===== src/rtl/phy_poll_pkg.sv =====
package phy_poll_pkg;

  typedef enum logic [1:0] {
    LS_UNKNOWN = 2'd0,
    LS_DOWN    = 2'd1,
    LS_UP      = 2'd2
  } link_hist_t;

  typedef struct packed {
    logic [1:0] speed;
    logic       duplex;
    logic       pause;
  } port_mode_t;

  localparam logic [1:0] SPD_10M   = 2'd0;
  localparam logic [1:0] SPD_100M  = 2'd1;
  localparam logic [1:0] SPD_1000M = 2'd2;

  localparam logic [4:0] MREG_CTRL  = 5'd0;
  localparam logic [4:0] MREG_STAT  = 5'd1;
  localparam logic [4:0] MREG_ADV   = 5'd4;
  localparam logic [4:0] MREG_LPA   = 5'd5;
  localparam logic [4:0] MREG_GCTRL = 5'd9;
  localparam logic [4:0] MREG_GSTAT = 5'd10;

  // All-ones or all-zeros status means nothing answered on that address
  function automatic logic phy_absent(input logic [15:0] stat);
    return (stat == 16'hFFFF) || (stat == 16'h0000);
  endfunction

  // Auto-negotiation counts only when enabled in control and done in status
  function automatic logic an_resolved(input logic [15:0] ctrl,
                                       input logic [15:0] stat);
    return ctrl[12] & stat[5];
  endfunction

  // Shared ability vector: [5] 1G-FD, [4] 1G-HD, [3] 100-FD, [2] 100-HD,
  // [1] 10-FD, [0] 10-HD
  function automatic logic [5:0] common_ability(input logic [15:0] adv,
                                                input logic [15:0] lpa,
                                                input logic [15:0] gctl,
                                                input logic [15:0] gsts);
    logic [15:0] giga;
    logic [15:0] base;
    giga = {gctl[13:0], 2'b00} & gsts & 16'h0C00;
    base = adv & lpa & 16'h01E0;
    return {giga[11:10], base[8:5]};
  endfunction

  function automatic port_mode_t resolve_auto(input logic [15:0] adv,
                                              input logic [15:0] lpa,
                                              input logic [15:0] gctl,
                                              input logic [15:0] gsts);
    port_mode_t m;
    logic [5:0] ab;
    ab       = common_ability(adv, lpa, gctl, gsts);
    m.pause  = adv[10] & lpa[10];
    if (ab[5])      begin m.speed = SPD_1000M; m.duplex = 1'b1; end
    else if (ab[4]) begin m.speed = SPD_1000M; m.duplex = 1'b0; end
    else if (ab[3]) begin m.speed = SPD_100M;  m.duplex = 1'b1; end
    else if (ab[2]) begin m.speed = SPD_100M;  m.duplex = 1'b0; end
    else if (ab[1]) begin m.speed = SPD_10M;   m.duplex = 1'b1; end
    else            begin m.speed = SPD_10M;   m.duplex = 1'b0; end
    return m;
  endfunction

  function automatic port_mode_t resolve_forced(input logic [15:0] ctrl,
                                                input logic [15:0] adv);
    port_mode_t m;
    m.pause  = adv[10];
    m.speed  = ctrl[6] ? SPD_1000M : {1'b0, ctrl[13]};
    m.duplex = ctrl[8];
    return m;
  endfunction

endpackage


===== src/rtl/poll_timer.sv =====
module poll_timer #(
  parameter int unsigned PERIOD = 100_000_000
) (
  input  logic clk,
  input  logic rst,
  output logic tick
);
  localparam int CW = (PERIOD > 1) ? $clog2(PERIOD) : 1;
  localparam logic [CW-1:0] LAST = CW'(PERIOD - 1);

  logic [CW-1:0] cnt;
  logic          wrap;

  assign wrap = (cnt == LAST);

  always_ff @(posedge clk) begin
    if (rst) begin
      cnt  <= '0;
      tick <= 1'b0;
    end else begin
      tick <= wrap;
      cnt  <= wrap ? '0 : cnt + 1'b1;
    end
  end

endmodule


===== src/rtl/mdio_access.sv =====
module mdio_access #(
  parameter int AW = 5,
  parameter int RW = 5,
  parameter int DW = 16
) (
  input  logic          clk,
  input  logic          rst,
  input  logic          start,
  input  logic [AW-1:0] phy_in,
  input  logic [RW-1:0] reg_in,
  output logic          mdio_req,
  output logic [AW-1:0] mdio_phy,
  output logic [RW-1:0] mdio_reg,
  input  logic          mdio_busy,
  input  logic [DW-1:0] mdio_rdata,
  output logic          done,
  output logic [DW-1:0] rdata
);
  typedef enum logic [1:0] {A_IDLE, A_REQ, A_WAIT} acc_st_t;

  acc_st_t st;

  always_ff @(posedge clk) begin
    if (rst) begin
      st       <= A_IDLE;
      mdio_req <= 1'b0;
      mdio_phy <= '0;
      mdio_reg <= '0;
    end else begin
      case (st)
        A_IDLE: if (start && !mdio_busy) begin
          mdio_req <= 1'b1;
          mdio_phy <= phy_in;
          mdio_reg <= reg_in;
          st       <= A_REQ;
        end
        A_REQ: begin
          mdio_req <= 1'b0;
          st       <= A_WAIT;
        end
        A_WAIT: if (!mdio_busy) st <= A_IDLE;
        default: st <= A_IDLE;
      endcase
    end
  end

  assign done  = (st == A_WAIT) && !mdio_busy;
  assign rdata = mdio_rdata;

  assert_req_on_idle_bus_R3: assert property (@(posedge clk) disable iff (rst)
    mdio_req |-> !mdio_busy)
    else $error("request raised while bus busy");

  assert_req_single_pulse_R3: assert property (@(posedge clk) disable iff (rst)
    mdio_req |=> !mdio_req)
    else $error("request held longer than one cycle");

endmodule


===== src/rtl/link_fsm.sv =====
module link_fsm
  import phy_poll_pkg::*;
#(
  parameter int NPORTS = 2,
  parameter int AW     = 5
) (
  input  logic                 clk,
  input  logic                 rst,
  input  logic                 tick,
  input  logic                 sw_enable,
  input  logic [NPORTS*AW-1:0] phy_addr,
  output logic                 acc_start,
  output logic [AW-1:0]        acc_phy,
  output logic [4:0]           acc_reg,
  input  logic                 acc_done,
  input  logic [15:0]          acc_data,
  output logic [NPORTS-1:0]    link_clr,
  output logic [NPORTS-1:0]    apply_en,
  output port_mode_t           apply_mode
);
  localparam int PW = (NPORTS > 1) ? $clog2(NPORTS) : 1;
  localparam logic [PW-1:0] LAST_PORT = PW'(NPORTS - 1);

  typedef enum logic [3:0] {
    S_IDLE, S_RD_STAT, S_RD_STAT2, S_RD_CTRL, S_RD_ADV,
    S_RD_LPA, S_RD_GCTRL, S_RD_GSTAT, S_APPLY, S_NEXT
  } sweep_st_t;

  sweep_st_t  st;
  logic [PW-1:0] port;
  link_hist_t hist [NPORTS];
  logic [15:0] r_ctrl, r_stat, r_adv, r_lpa, r_gctl, r_gsts;
  logic        an_q;

  // Named events for the checks
  logic stat_link;
  logic changed;
  logic absent_evt;
  logic link_drop_evt;

  assign stat_link = acc_data[2];

  always_comb begin
    changed       = (hist[port] == LS_UNKNOWN) ||
                    ((hist[port] == LS_UP) != stat_link);
    absent_evt    = (st == S_RD_STAT) && acc_done && phy_absent(acc_data);
    link_drop_evt = (st == S_RD_STAT) && acc_done && !phy_absent(acc_data) &&
                    changed && !stat_link;
  end

  always_comb begin
    case (st)
      S_RD_STAT, S_RD_STAT2: acc_reg = MREG_STAT;
      S_RD_CTRL:             acc_reg = MREG_CTRL;
      S_RD_ADV:              acc_reg = MREG_ADV;
      S_RD_LPA:              acc_reg = MREG_LPA;
      S_RD_GCTRL:            acc_reg = MREG_GCTRL;
      S_RD_GSTAT:            acc_reg = MREG_GSTAT;
      default:               acc_reg = MREG_STAT;
    endcase
  end

  assign acc_start  = (st == S_RD_STAT) || (st == S_RD_STAT2) || (st == S_RD_CTRL) ||
                      (st == S_RD_ADV)  || (st == S_RD_LPA)   || (st == S_RD_GCTRL) ||
                      (st == S_RD_GSTAT);
  assign acc_phy    = phy_addr[port*AW +: AW];
  assign link_clr   = link_drop_evt ? (NPORTS'(1) << port) : '0;
  assign apply_en   = (st == S_APPLY) ? (NPORTS'(1) << port) : '0;
  assign apply_mode = an_q ? resolve_auto(r_adv, r_lpa, r_gctl, r_gsts)
                           : resolve_forced(r_ctrl, r_adv);

  always_ff @(posedge clk) begin
    if (rst) begin
      st     <= S_IDLE;
      port   <= '0;
      an_q   <= 1'b0;
      r_ctrl <= '0;
      r_stat <= '0;
      r_adv  <= '0;
      r_lpa  <= '0;
      r_gctl <= '0;
      r_gsts <= '0;
      for (int i = 0; i < NPORTS; i++) hist[i] <= LS_UNKNOWN;
    end else begin
      case (st)
        S_IDLE: if (tick && sw_enable) begin
          port <= '0;
          st   <= S_RD_STAT;
        end
        S_RD_STAT: if (acc_done) begin
          if (phy_absent(acc_data)) st <= S_NEXT;
          else begin
            r_stat <= acc_data;
            if (!changed)        st <= S_NEXT;
            else if (!stat_link) st <= S_RD_STAT2;
            else                 st <= S_RD_CTRL;
          end
        end
        S_RD_STAT2: if (acc_done) begin
          r_stat <= acc_data;
          if (acc_data[2]) st <= S_RD_CTRL;
          else begin
            hist[port] <= LS_DOWN;
            st         <= S_NEXT;
          end
        end
        S_RD_CTRL: if (acc_done) begin
          r_ctrl <= acc_data;
          st     <= S_RD_ADV;
        end
        S_RD_ADV: if (acc_done) begin
          r_adv <= acc_data;
          an_q  <= an_resolved(r_ctrl, r_stat);
          st    <= an_resolved(r_ctrl, r_stat) ? S_RD_LPA : S_APPLY;
        end
        S_RD_LPA: if (acc_done) begin
          r_lpa <= acc_data;
          st    <= S_RD_GCTRL;
        end
        S_RD_GCTRL: if (acc_done) begin
          r_gctl <= acc_data;
          st     <= S_RD_GSTAT;
        end
        S_RD_GSTAT: if (acc_done) begin
          r_gsts <= acc_data;
          st     <= S_APPLY;
        end
        S_APPLY: begin
          hist[port] <= LS_UP;
          st         <= S_NEXT;
        end
        S_NEXT: begin
          if (port == LAST_PORT) st <= S_IDLE;
          else begin
            port <= port + 1'b1;
            st   <= S_RD_STAT;
          end
        end
        default: st <= S_IDLE;
      endcase
    end
  end

  assert_sweep_gated_R2: assert property (@(posedge clk) disable iff (rst)
    (st == S_IDLE && !sw_enable) |=> (st == S_IDLE))
    else $error("sweep started while switch disabled");

  assert_reread_after_drop_R6: assert property (@(posedge clk) disable iff (rst)
    link_drop_evt |=> (st == S_RD_STAT2 && acc_start && acc_reg == MREG_STAT))
    else $error("status not re-read after link drop");

  assert_absent_skips_R4: assert property (@(posedge clk) disable iff (rst)
    absent_evt |=> (st == S_NEXT && $stable(port)))
    else $error("absent PHY not skipped");

endmodule


===== src/rtl/port_cfg_bank.sv =====
module port_cfg_bank
  import phy_poll_pkg::*;
#(
  parameter int NPORTS = 2
) (
  input  logic                  clk,
  input  logic                  rst,
  input  logic [NPORTS-1:0]     link_clr,
  input  logic [NPORTS-1:0]     apply_en,
  input  port_mode_t            apply_mode,
  output logic [2*NPORTS-1:0]   mac_speed,
  output logic [NPORTS-1:0]     mac_duplex,
  output logic [NPORTS-1:0]     mac_pause,
  output logic [NPORTS-1:0]     mac_link
);
  for (genvar p = 0; p < NPORTS; p++) begin : g_port
    port_mode_t mode_q;
    logic       link_q;

    always_ff @(posedge clk) begin
      if (rst) begin
        mode_q <= '0;
        link_q <= 1'b0;
      end else if (apply_en[p]) begin
        mode_q <= apply_mode;
        link_q <= 1'b1;
      end else if (link_clr[p]) begin
        link_q <= 1'b0;
      end
    end

    assign mac_speed[2*p +: 2] = mode_q.speed;
    assign mac_duplex[p]       = mode_q.duplex;
    assign mac_pause[p]        = mode_q.pause;
    assign mac_link[p]         = link_q;

    assert_drop_clears_link_R6: assert property (@(posedge clk) disable iff (rst)
      link_clr[p] |=> (!mac_link[p] && $stable(mac_speed[2*p +: 2])))
      else $error("link drop did not clear link-force only");

    assert_apply_sets_link_R11: assert property (@(posedge clk) disable iff (rst)
      apply_en[p] |=> (mac_link[p] &&
                       mac_speed[2*p +: 2] == $past(apply_mode.speed) &&
                       mac_duplex[p] == $past(apply_mode.duplex) &&
                       mac_pause[p]  == $past(apply_mode.pause)))
      else $error("resolved mode not applied");

    assert_speed_code_legal_R8: assert property (@(posedge clk) disable iff (rst)
      mac_speed[2*p +: 2] != 2'd3)
      else $error("illegal speed code");
  end

endmodule


===== src/rtl/phy_link_poll.sv =====
module phy_link_poll
  import phy_poll_pkg::*;
#(
  parameter int          NPORTS      = 2,
  parameter int          PHY_AW      = 5,
  parameter int unsigned POLL_CYCLES = 100_000_000
) (
  input  logic                     clk,
  input  logic                     rst,
  input  logic                     sw_enable,
  input  logic [NPORTS*PHY_AW-1:0] phy_addr,
  output logic                     mdio_req,
  output logic [PHY_AW-1:0]        mdio_phy,
  output logic [4:0]               mdio_reg,
  input  logic                     mdio_busy,
  input  logic [15:0]              mdio_rdata,
  output logic [2*NPORTS-1:0]      mac_speed,
  output logic [NPORTS-1:0]        mac_duplex,
  output logic [NPORTS-1:0]        mac_pause,
  output logic [NPORTS-1:0]        mac_link
);
  logic              poll_tick;
  logic              acc_start;
  logic [PHY_AW-1:0] acc_phy;
  logic [4:0]        acc_reg;
  logic              acc_done;
  logic [15:0]       acc_data;
  logic [NPORTS-1:0] link_clr;
  logic [NPORTS-1:0] apply_en;
  port_mode_t        apply_mode;

  poll_timer #(.PERIOD(POLL_CYCLES)) u_timer (
    .clk  (clk),
    .rst  (rst),
    .tick (poll_tick)
  );

  link_fsm #(.NPORTS(NPORTS), .AW(PHY_AW)) u_fsm (
    .clk        (clk),
    .rst        (rst),
    .tick       (poll_tick),
    .sw_enable  (sw_enable),
    .phy_addr   (phy_addr),
    .acc_start  (acc_start),
    .acc_phy    (acc_phy),
    .acc_reg    (acc_reg),
    .acc_done   (acc_done),
    .acc_data   (acc_data),
    .link_clr   (link_clr),
    .apply_en   (apply_en),
    .apply_mode (apply_mode)
  );

  mdio_access #(.AW(PHY_AW), .RW(5), .DW(16)) u_acc (
    .clk        (clk),
    .rst        (rst),
    .start      (acc_start),
    .phy_in     (acc_phy),
    .reg_in     (acc_reg),
    .mdio_req   (mdio_req),
    .mdio_phy   (mdio_phy),
    .mdio_reg   (mdio_reg),
    .mdio_busy  (mdio_busy),
    .mdio_rdata (mdio_rdata),
    .done       (acc_done),
    .rdata      (acc_data)
  );

  port_cfg_bank #(.NPORTS(NPORTS)) u_bank (
    .clk        (clk),
    .rst        (rst),
    .link_clr   (link_clr),
    .apply_en   (apply_en),
    .apply_mode (apply_mode),
    .mac_speed  (mac_speed),
    .mac_duplex (mac_duplex),
    .mac_pause  (mac_pause),
    .mac_link   (mac_link)
  );

endmodule


===== config.mk =====
export PLATFORM = sky130hd
export DESIGN_NAME = phy_link_poll
export DESIGN_NICKNAME = d
export VERILOG_FILES = /design/src/rtl/phy_poll_pkg.sv /design/src/rtl/poll_timer.sv /design/src/rtl/mdio_access.sv /design/src/rtl/link_fsm.sv /design/src/rtl/port_cfg_bank.sv /design/src/rtl/phy_link_poll.sv
export SDC_FILE = /design/constraint.sdc
export NUM_CORES = 1
export LEC_CHECK = 0
export BUFFER_PORTS_ARGS = -buffer_cell sky130_fd_sc_hd__buf_2
export CAP_MARGIN = 10
export CORE_MARGIN = 10
export CORE_UTILIZATION = 57
export CTS_BUF_LIST = sky130_fd_sc_hd__clkbuf_16
export DETAILED_ROUTE_END_ITERATION = 8
export GPL_TIMING_DRIVEN = 0
export PLACE_DENSITY = 0.79
export SLEW_MARGIN = 20
export SYNTH_ARGS = -nofsm -noshare
export SYNTH_HDL_FRONTEND = slang
export SYNTH_SLANG_ARGS = --single-unit

===== constraint.sdc =====
create_clock -name clk -period 2.45 [get_ports clk]
set_input_delay 0.245 -clock clk [delete_from_list [all_inputs] [get_ports clk]]
set_output_delay 0.245 -clock clk [all_outputs]
set_load 0.1 [all_outputs]

# Word level (Yosys, flattened, before mapping)
# Memory sizes are Yosys's and may differ from the RTL's. A register that Yosys moved wholly into a read port is not among the register bits.
# Index checks and enable logic that the tools add are counted.
[classes] addsub=2 n_mul=1 n_eq_ne=26 n_shift=2 muxes=57 bitwise=5 n_reduce_logical=40
[op_table] op="$mux W4" n=13
[op_table] op="$pmux W4 S10" n=1
[op_table] op="$add A27 B1 Y27 const B" n=1
[op_table] op="$eq A27 B27 Y1 const B" n=1
[op_table] op="$mux W1" n=24
[op_table] op="$pmux W4 S5" n=1
[op_table] op="$mux W6" n=3
[op_table] op="$ne A2 B1 Y1 const B" n=9
[op_table] op="$reduce_and A2 Y1" n=9
[op_table] op="$eq A16 B16 Y1 const B" n=1
[op_table] op="$eq A4 B3 Y1 const B" n=4
[op_table] op="$logic_not A16 Y1" n=1
[op_table] op="$mux W2" n=7
[op_table] op="$and A12 B12 Y12" n=1
[op_table] op="$mux W3" n=4
[op_table] op="$pmux W6 S2" n=1
[op_table] op="$reduce_bool A2 Y1" n=5
[op_table] op="$shiftx A10 B5 Y5" n=1
[op_table] op="$and A9 B9 Y9" n=1
[op_table] op="$eq A4 B2 Y1 const B" n=2
[op_table] op="$eq A4 B4 Y1 const B" n=2
[op_table] op="$logic_or A1 B1 Y1" n=8
[op_table] op="$reduce_and A8 Y1" n=1
[op_table] op="$logic_and A1 B1 Y1" n=7
[op_table] op="other kinds (17)" n=25
[totals] regBits=121 ramBits=4 input_bits=30 out_inout_bits=21 elab_cells=157 mem_count=1
[memory_table] name="u_fsm.hist" depth=2 width=2 read_ports=1 rd_clocked_by_memory_dff=1 wr=2 line_no="link_fsm.sv:31" rtl="link_hist_t hist [NPORTS];"

# Longest topological paths before layout
[logic_depth] word_depth=10 ltp_mapped=8 depth_no_buf=6

# Hierarchy
# From an unflattened synthesis, not the netlist that was laid out.
[unflattened] hier_cells=466 hier_area_um2=4006.3
[modules_own_cells] module="link_fsm" n_inst=1 cells_per_inst=203 area_per_inst_um2=1682.9 seq_area_each_um2=600.6
[modules_own_cells] module="poll_timer" n_inst=1 cells_per_inst=155 area_per_inst_um2=1345.0 seq_area_each_um2=560.5
[modules_own_cells] module="mdio_access" n_inst=1 cells_per_inst=71 area_per_inst_um2=595.6 seq_area_each_um2=260.2
[modules_own_cells] module="port_cfg_bank" n_inst=1 cells_per_inst=37 area_per_inst_um2=382.9 seq_area_each_um2=200.2

# Least setup slack after synthesis
# No wires, ideal clock.
[synth_timing] path_kind="register to register" start="reg u_fsm.st[0]" end="reg u_fsm.st[0]" setup_ns=0.095 t_arrival_ns=1.715 required_ns=2.355 setup_slack_ns=0.640 stages_incl_launch_ff=7 n_path_buf=1 period_less_slack_ns=1.810 cell_sequence="dfxtp_1 clkbuf_1 nor3_2 mux2i_1 nor2_1 or4_1 o311ai_1"
[synth_via] elab_chain_len=3 word_cells_on_any_way=20 classes_between="17 x eq/ne; 1 x mux; 2 x reduce/logical"
[synth_rtl] item="from (decl)" line_no="link_fsm.sv:29" rtl="sweep_st_t st;"
[synth_rtl] item="from (signal assigned)" line_no="link_fsm.sv:114" rtl="st <= an_resolved(r_ctrl, r_stat) ? S_RD_LPA : S_APPLY;"
[synth_rtl] item="$eq A4 B2 Y1 (tied with other cells)" line_no="link_fsm.sv:85" rtl="case (st)"
[synth_rtl] item="$ne A2 B1 Y1 (no line)"
[synth_rtl] item="$reduce_and A8 Y1 (no line)"
# Parallel ways exist; a longest one is shown, timed or not.
# A chain may end at the register's enable or synchronous reset.

# Worst setup path after layout
[layout_timing] start="reg u_timer.cnt[0]" end="reg u_timer.cnt[3]"
[layout_via] elab_chain_len=2 word_cells_on_any_way=3 classes_between="1 x add/sub; 1 x eq/ne; 1 x reduce/logical"
[layout_rtl] item="from (decl)" line_no="poll_timer.sv:11" rtl="logic [CW-1:0] cnt;"
[layout_rtl] item="from (signal assigned)" line_no="poll_timer.sv:22" rtl="cnt <= wrap ? '0 : cnt + 1'b1;"
[layout_rtl] item="branches (longest 2 deep; another with $add A27 B1 Y27)"
# Several ways; the timed one is not identified.

==> run_results.csv <==
group,metric,value,unit
status,outcome,"completed",
placed_design,place_hpwl,6614,um
timing,worst_slack,182.4,ps
floorplanning,die_h,99.68,um
floorplanning,die-width,99.68,um
finish,fin_util,70.89,%
worst_setup_path,worstSetupStartpoint,"u_timer.cnt[0]",
timing,skew,6.949,ps
placed_design,post_dp_cell_area,0.003958,sq mm
worst_setup_path,reg2reg_slack,180,ps
global_route,track_usage,18.07,%
finish,syn2layout_area_growth,18.05,%
routing,drt_iter0_drc,212,
finish,instances_no_fill,555,
min_path,hp-class,"in2reg",
timing,slew_violations,0,
finish,largest_reg_flops,27,
pwr,power,2.792,mW
clock_network,worstSkewPairLatency,340,ps
routing,drcViolationCount,0,
worst_setup_path,crit_path_end,"u_timer.cnt[3]",
logic_synthesis,synthArstFlopShare,0,%
routing,first_pass_iters,5,
routing,num_vias,3256,
routing,wirelength,8926,um
routing,drt.antenna.violating_nets,0,
logic_synthesis,netlist_area,0.003618,sq mm
pwr,power_density,653.6,mW/mm^2
logic_synthesis,synth_cells,415,
job,drv_cap,0,
placed_design,place.gp.congestion,0.9216,
timing,setup_violations,0,
global_route,grt_max_degree,14,
timing,rsz0062_at_grt,"no",
finish,fill_cells,484,
finish,final_cell_mix,"dfxtp_1, nor2_1, buf_2, nand2_1, a21oi_1",
worst_setup_path,cp_data_arrival_time,2490,ps
clock_network,cts_sinks,78,
placed_design,portBuffers,49,
timing,hold_slack,189.0,ps
logic_synthesis,ys_seq_elements,78,
finish,fin_nets,506,
floorplanning,start_util,60.05,%
finish,top_regs,"u_timer.cnt x27, u_acc.mdio_phy x5",
clock_network,clk_pin_slew_worst_paths,50,ps
worst_setup_path,path_max_fanout,10,
floorplanning,rows,28,
routing,wl_per_cell,16.08,um
clock_network,ctsResizeCount,0,
clock_network,cts_made_buffers,9,
finish,diodes,0,
worst_setup_path,worstSetupPathType,"reg2reg",
worst_setup_path,reg2reg_to,"u_timer.cnt[3]",
finish,drive_gt1_share,18.96,%
clock_network,post_cts_buffers,0,
pwr,ir_worst_vdd,0.5001,mV
timing,period_minus_slack,2268,ps
logic_synthesis,synth_cell_types,57,
pwr,p_leak,1.649,nW
finish,top_register,"u_timer.cnt",
worst_setup_path,end_kind,"flip-flop",
logic_synthesis,seq_area_frac_synth,44.26,%
clock_network,postCtsHoldBufs,0,
clock_network,ctsRootBufferMaster,"clkbuf_16",
clock_network,cts_tree,"done",
logic_synthesis,synth_edf_count,4,
clock_network,cts_max_level,3,
timing,fin_crit_sh,92.55,%
clock_network,clockBufferDepth,2,
logic_synthesis,synthFlopType,"dfxtp_1",
finish,final_area,0.004272,sq mm
worst_setup_path,start_kind,"flip-flop",
logic_synthesis,ys.warnings.count,0,
global_route,antenna_found_initial,0,
placed_design,placedCellCount,539,
worst_setup_path,worstPathRequired,2670,ps
routing,viasPerCell,5.867,
timing,max_freq,0.4410,GHz
timing,slew_headroom,40.98,%
global_route,grt_pass1_wl,14900,um
global_route,grt_pass1_vias,3127,
logic_synthesis,synth_nets,446,
worst_setup_path,r2r_cells,8,
floorplanning,die_area,0.009935,sq mm
worst_setup_path,r2r_start,"u_timer.cnt[0]",
timing,tightestPinTransition,873.9,ps
timing,final.setup.tns,0,ps
placed_design,pre_cts_ws,199.9,ps
logic_synthesis,synth_area_per_cell,8.719,sq um
finish,mostFrequentLayoutCell,"dfxtp_1",
floorplanning,design.core.area,0.006026,sq mm
timing,finalHoldViolCount,0,
global_route,grt_overflow,0,
floorplanning,ioPinCount,51,
-- Yosys cell counts, types with 2 or more instances --
cell       n  area [sq um]
nor4_2     4         50.05
inv_1      9         33.78
buf_1      2         7.510
buf_2      6         30.03
a21oi_1   25         125.1
nand4_1    9         56.30
a32oi_1    2         17.52
nand2_1   29         108.9
edfxtp_1   4         120.1
and3_1     8         50.05
xor2_1    11         96.34
nor2b_1    4         25.02
buf_4      3         22.52
o21ai_0   11         55.05
nor4b_1    2         17.52
nand3_1   21         105.1
o31ai_1    2         15.01
a211oi_1   6         45.04
mux2i_1   21         210.2
and4_1     2         17.52
or4_1      5         37.54
nor3b_1    2         15.01
xnor2_1   14         122.6
nand2b_1   4         25.02
nor4_1     8         50.05
nor2_1    68         255.2
nor2_2     4         25.02
nand3b_1   2         15.01
nor3_1    11         55.05
o221a_2    2         22.52
nor3_2     2         20.02
a21o_1     3         22.52
a22oi_1    2         15.01
clkbuf_1  11         41.29
dfxtp_1   74          1481
-- worst min-delay path by stage --
stage,slack [ps],cells past startpoint,to,from
after CTS,180,3,u_fsm.r_ctrl[12],mdio_rdata[12]
after floorplan,380,2,u_fsm.r_stat[5],mdio_rdata[5]
after global placement,440,2,u_fsm.r_lpa[10],u_fsm.r_lpa[10]
final,190,3,u_fsm.r_ctrl[12],mdio_rdata[12]
after global routing,190,3,u_fsm.r_stat[5],mdio_rdata[5]
after detailed placement,450,2,u_fsm.r_lpa[10],u_fsm.r_lpa[10]
-- layout make-up --
type | instances | area, sq um | share of cell area [%]
buffer | 23 | 112.6 | 2.636
clock buffer | 9 | 225.2 | 5.272
clock inverter | 7 | 88.84 | 2.080
inverter | 9 | 33.78 | 0.7909
multi-input combinational | 305 | 1871 | 43.79
sequential | 78 | 1602 | 37.49
tap | 75 | 93.84 | 2.197
timing repair buffer | 49 | 245.2 | 5.741
-- kinds of logic (layout without fill, tap and decap cells) --
logic type               count (synthesis)  after routing  share of synthesized area (%)
AND/OR/NAND/NOR                        193            193                          28.11
buffers and inverters                   32             97                          4.046
AO/OA/AOI/OAI                           63             63                          10.96
adder cells (fa/ha/maj)                  1              1                         0.3457
multiplexers                            22             22                          6.120
XOR/XNOR                                25             25                          6.051
other                                    1              1                         0.1036
flip-flops                              78             78                          44.26
-- power breakdown --
group / internal, mW / total, mW / leakage [nW] / switching (mW)
registers: 1.28 / 1.29 / 0.638 / 0.00537
logic: 0.0329 / 0.0951 / 0.851 / 0.0622
clock network: 0.886 / 1.41 / 0.161 / 0.520
total: 2.20 / 2.79 / 1.65 / 0.588
-- metal layers --
layer | share of wire (%) | vias up | routed length, um | GRT usage (%)
li1 | - | 1590 | - | -
met1 | 43 | 1525 | 3844 | 22.09
met2 | 47 | 125 | 4223 | 28.77
met3 | 7.6 | 16 | 678 | 5.398
met4 | 2.0 | 0 | 179 | 7.607
met5 | 0 | - | 0 | 0
-- critical path, cell delays in order (launching register included) --
cell and delay [ps]:
dfxtp_1 370, ha_1 260, and4_1 330, nand2_1 120, nor4_1 400, or2_1 150
buf_2 170, buf_2 260, nor2_1 80
Power figures use the tool's default switching activity.
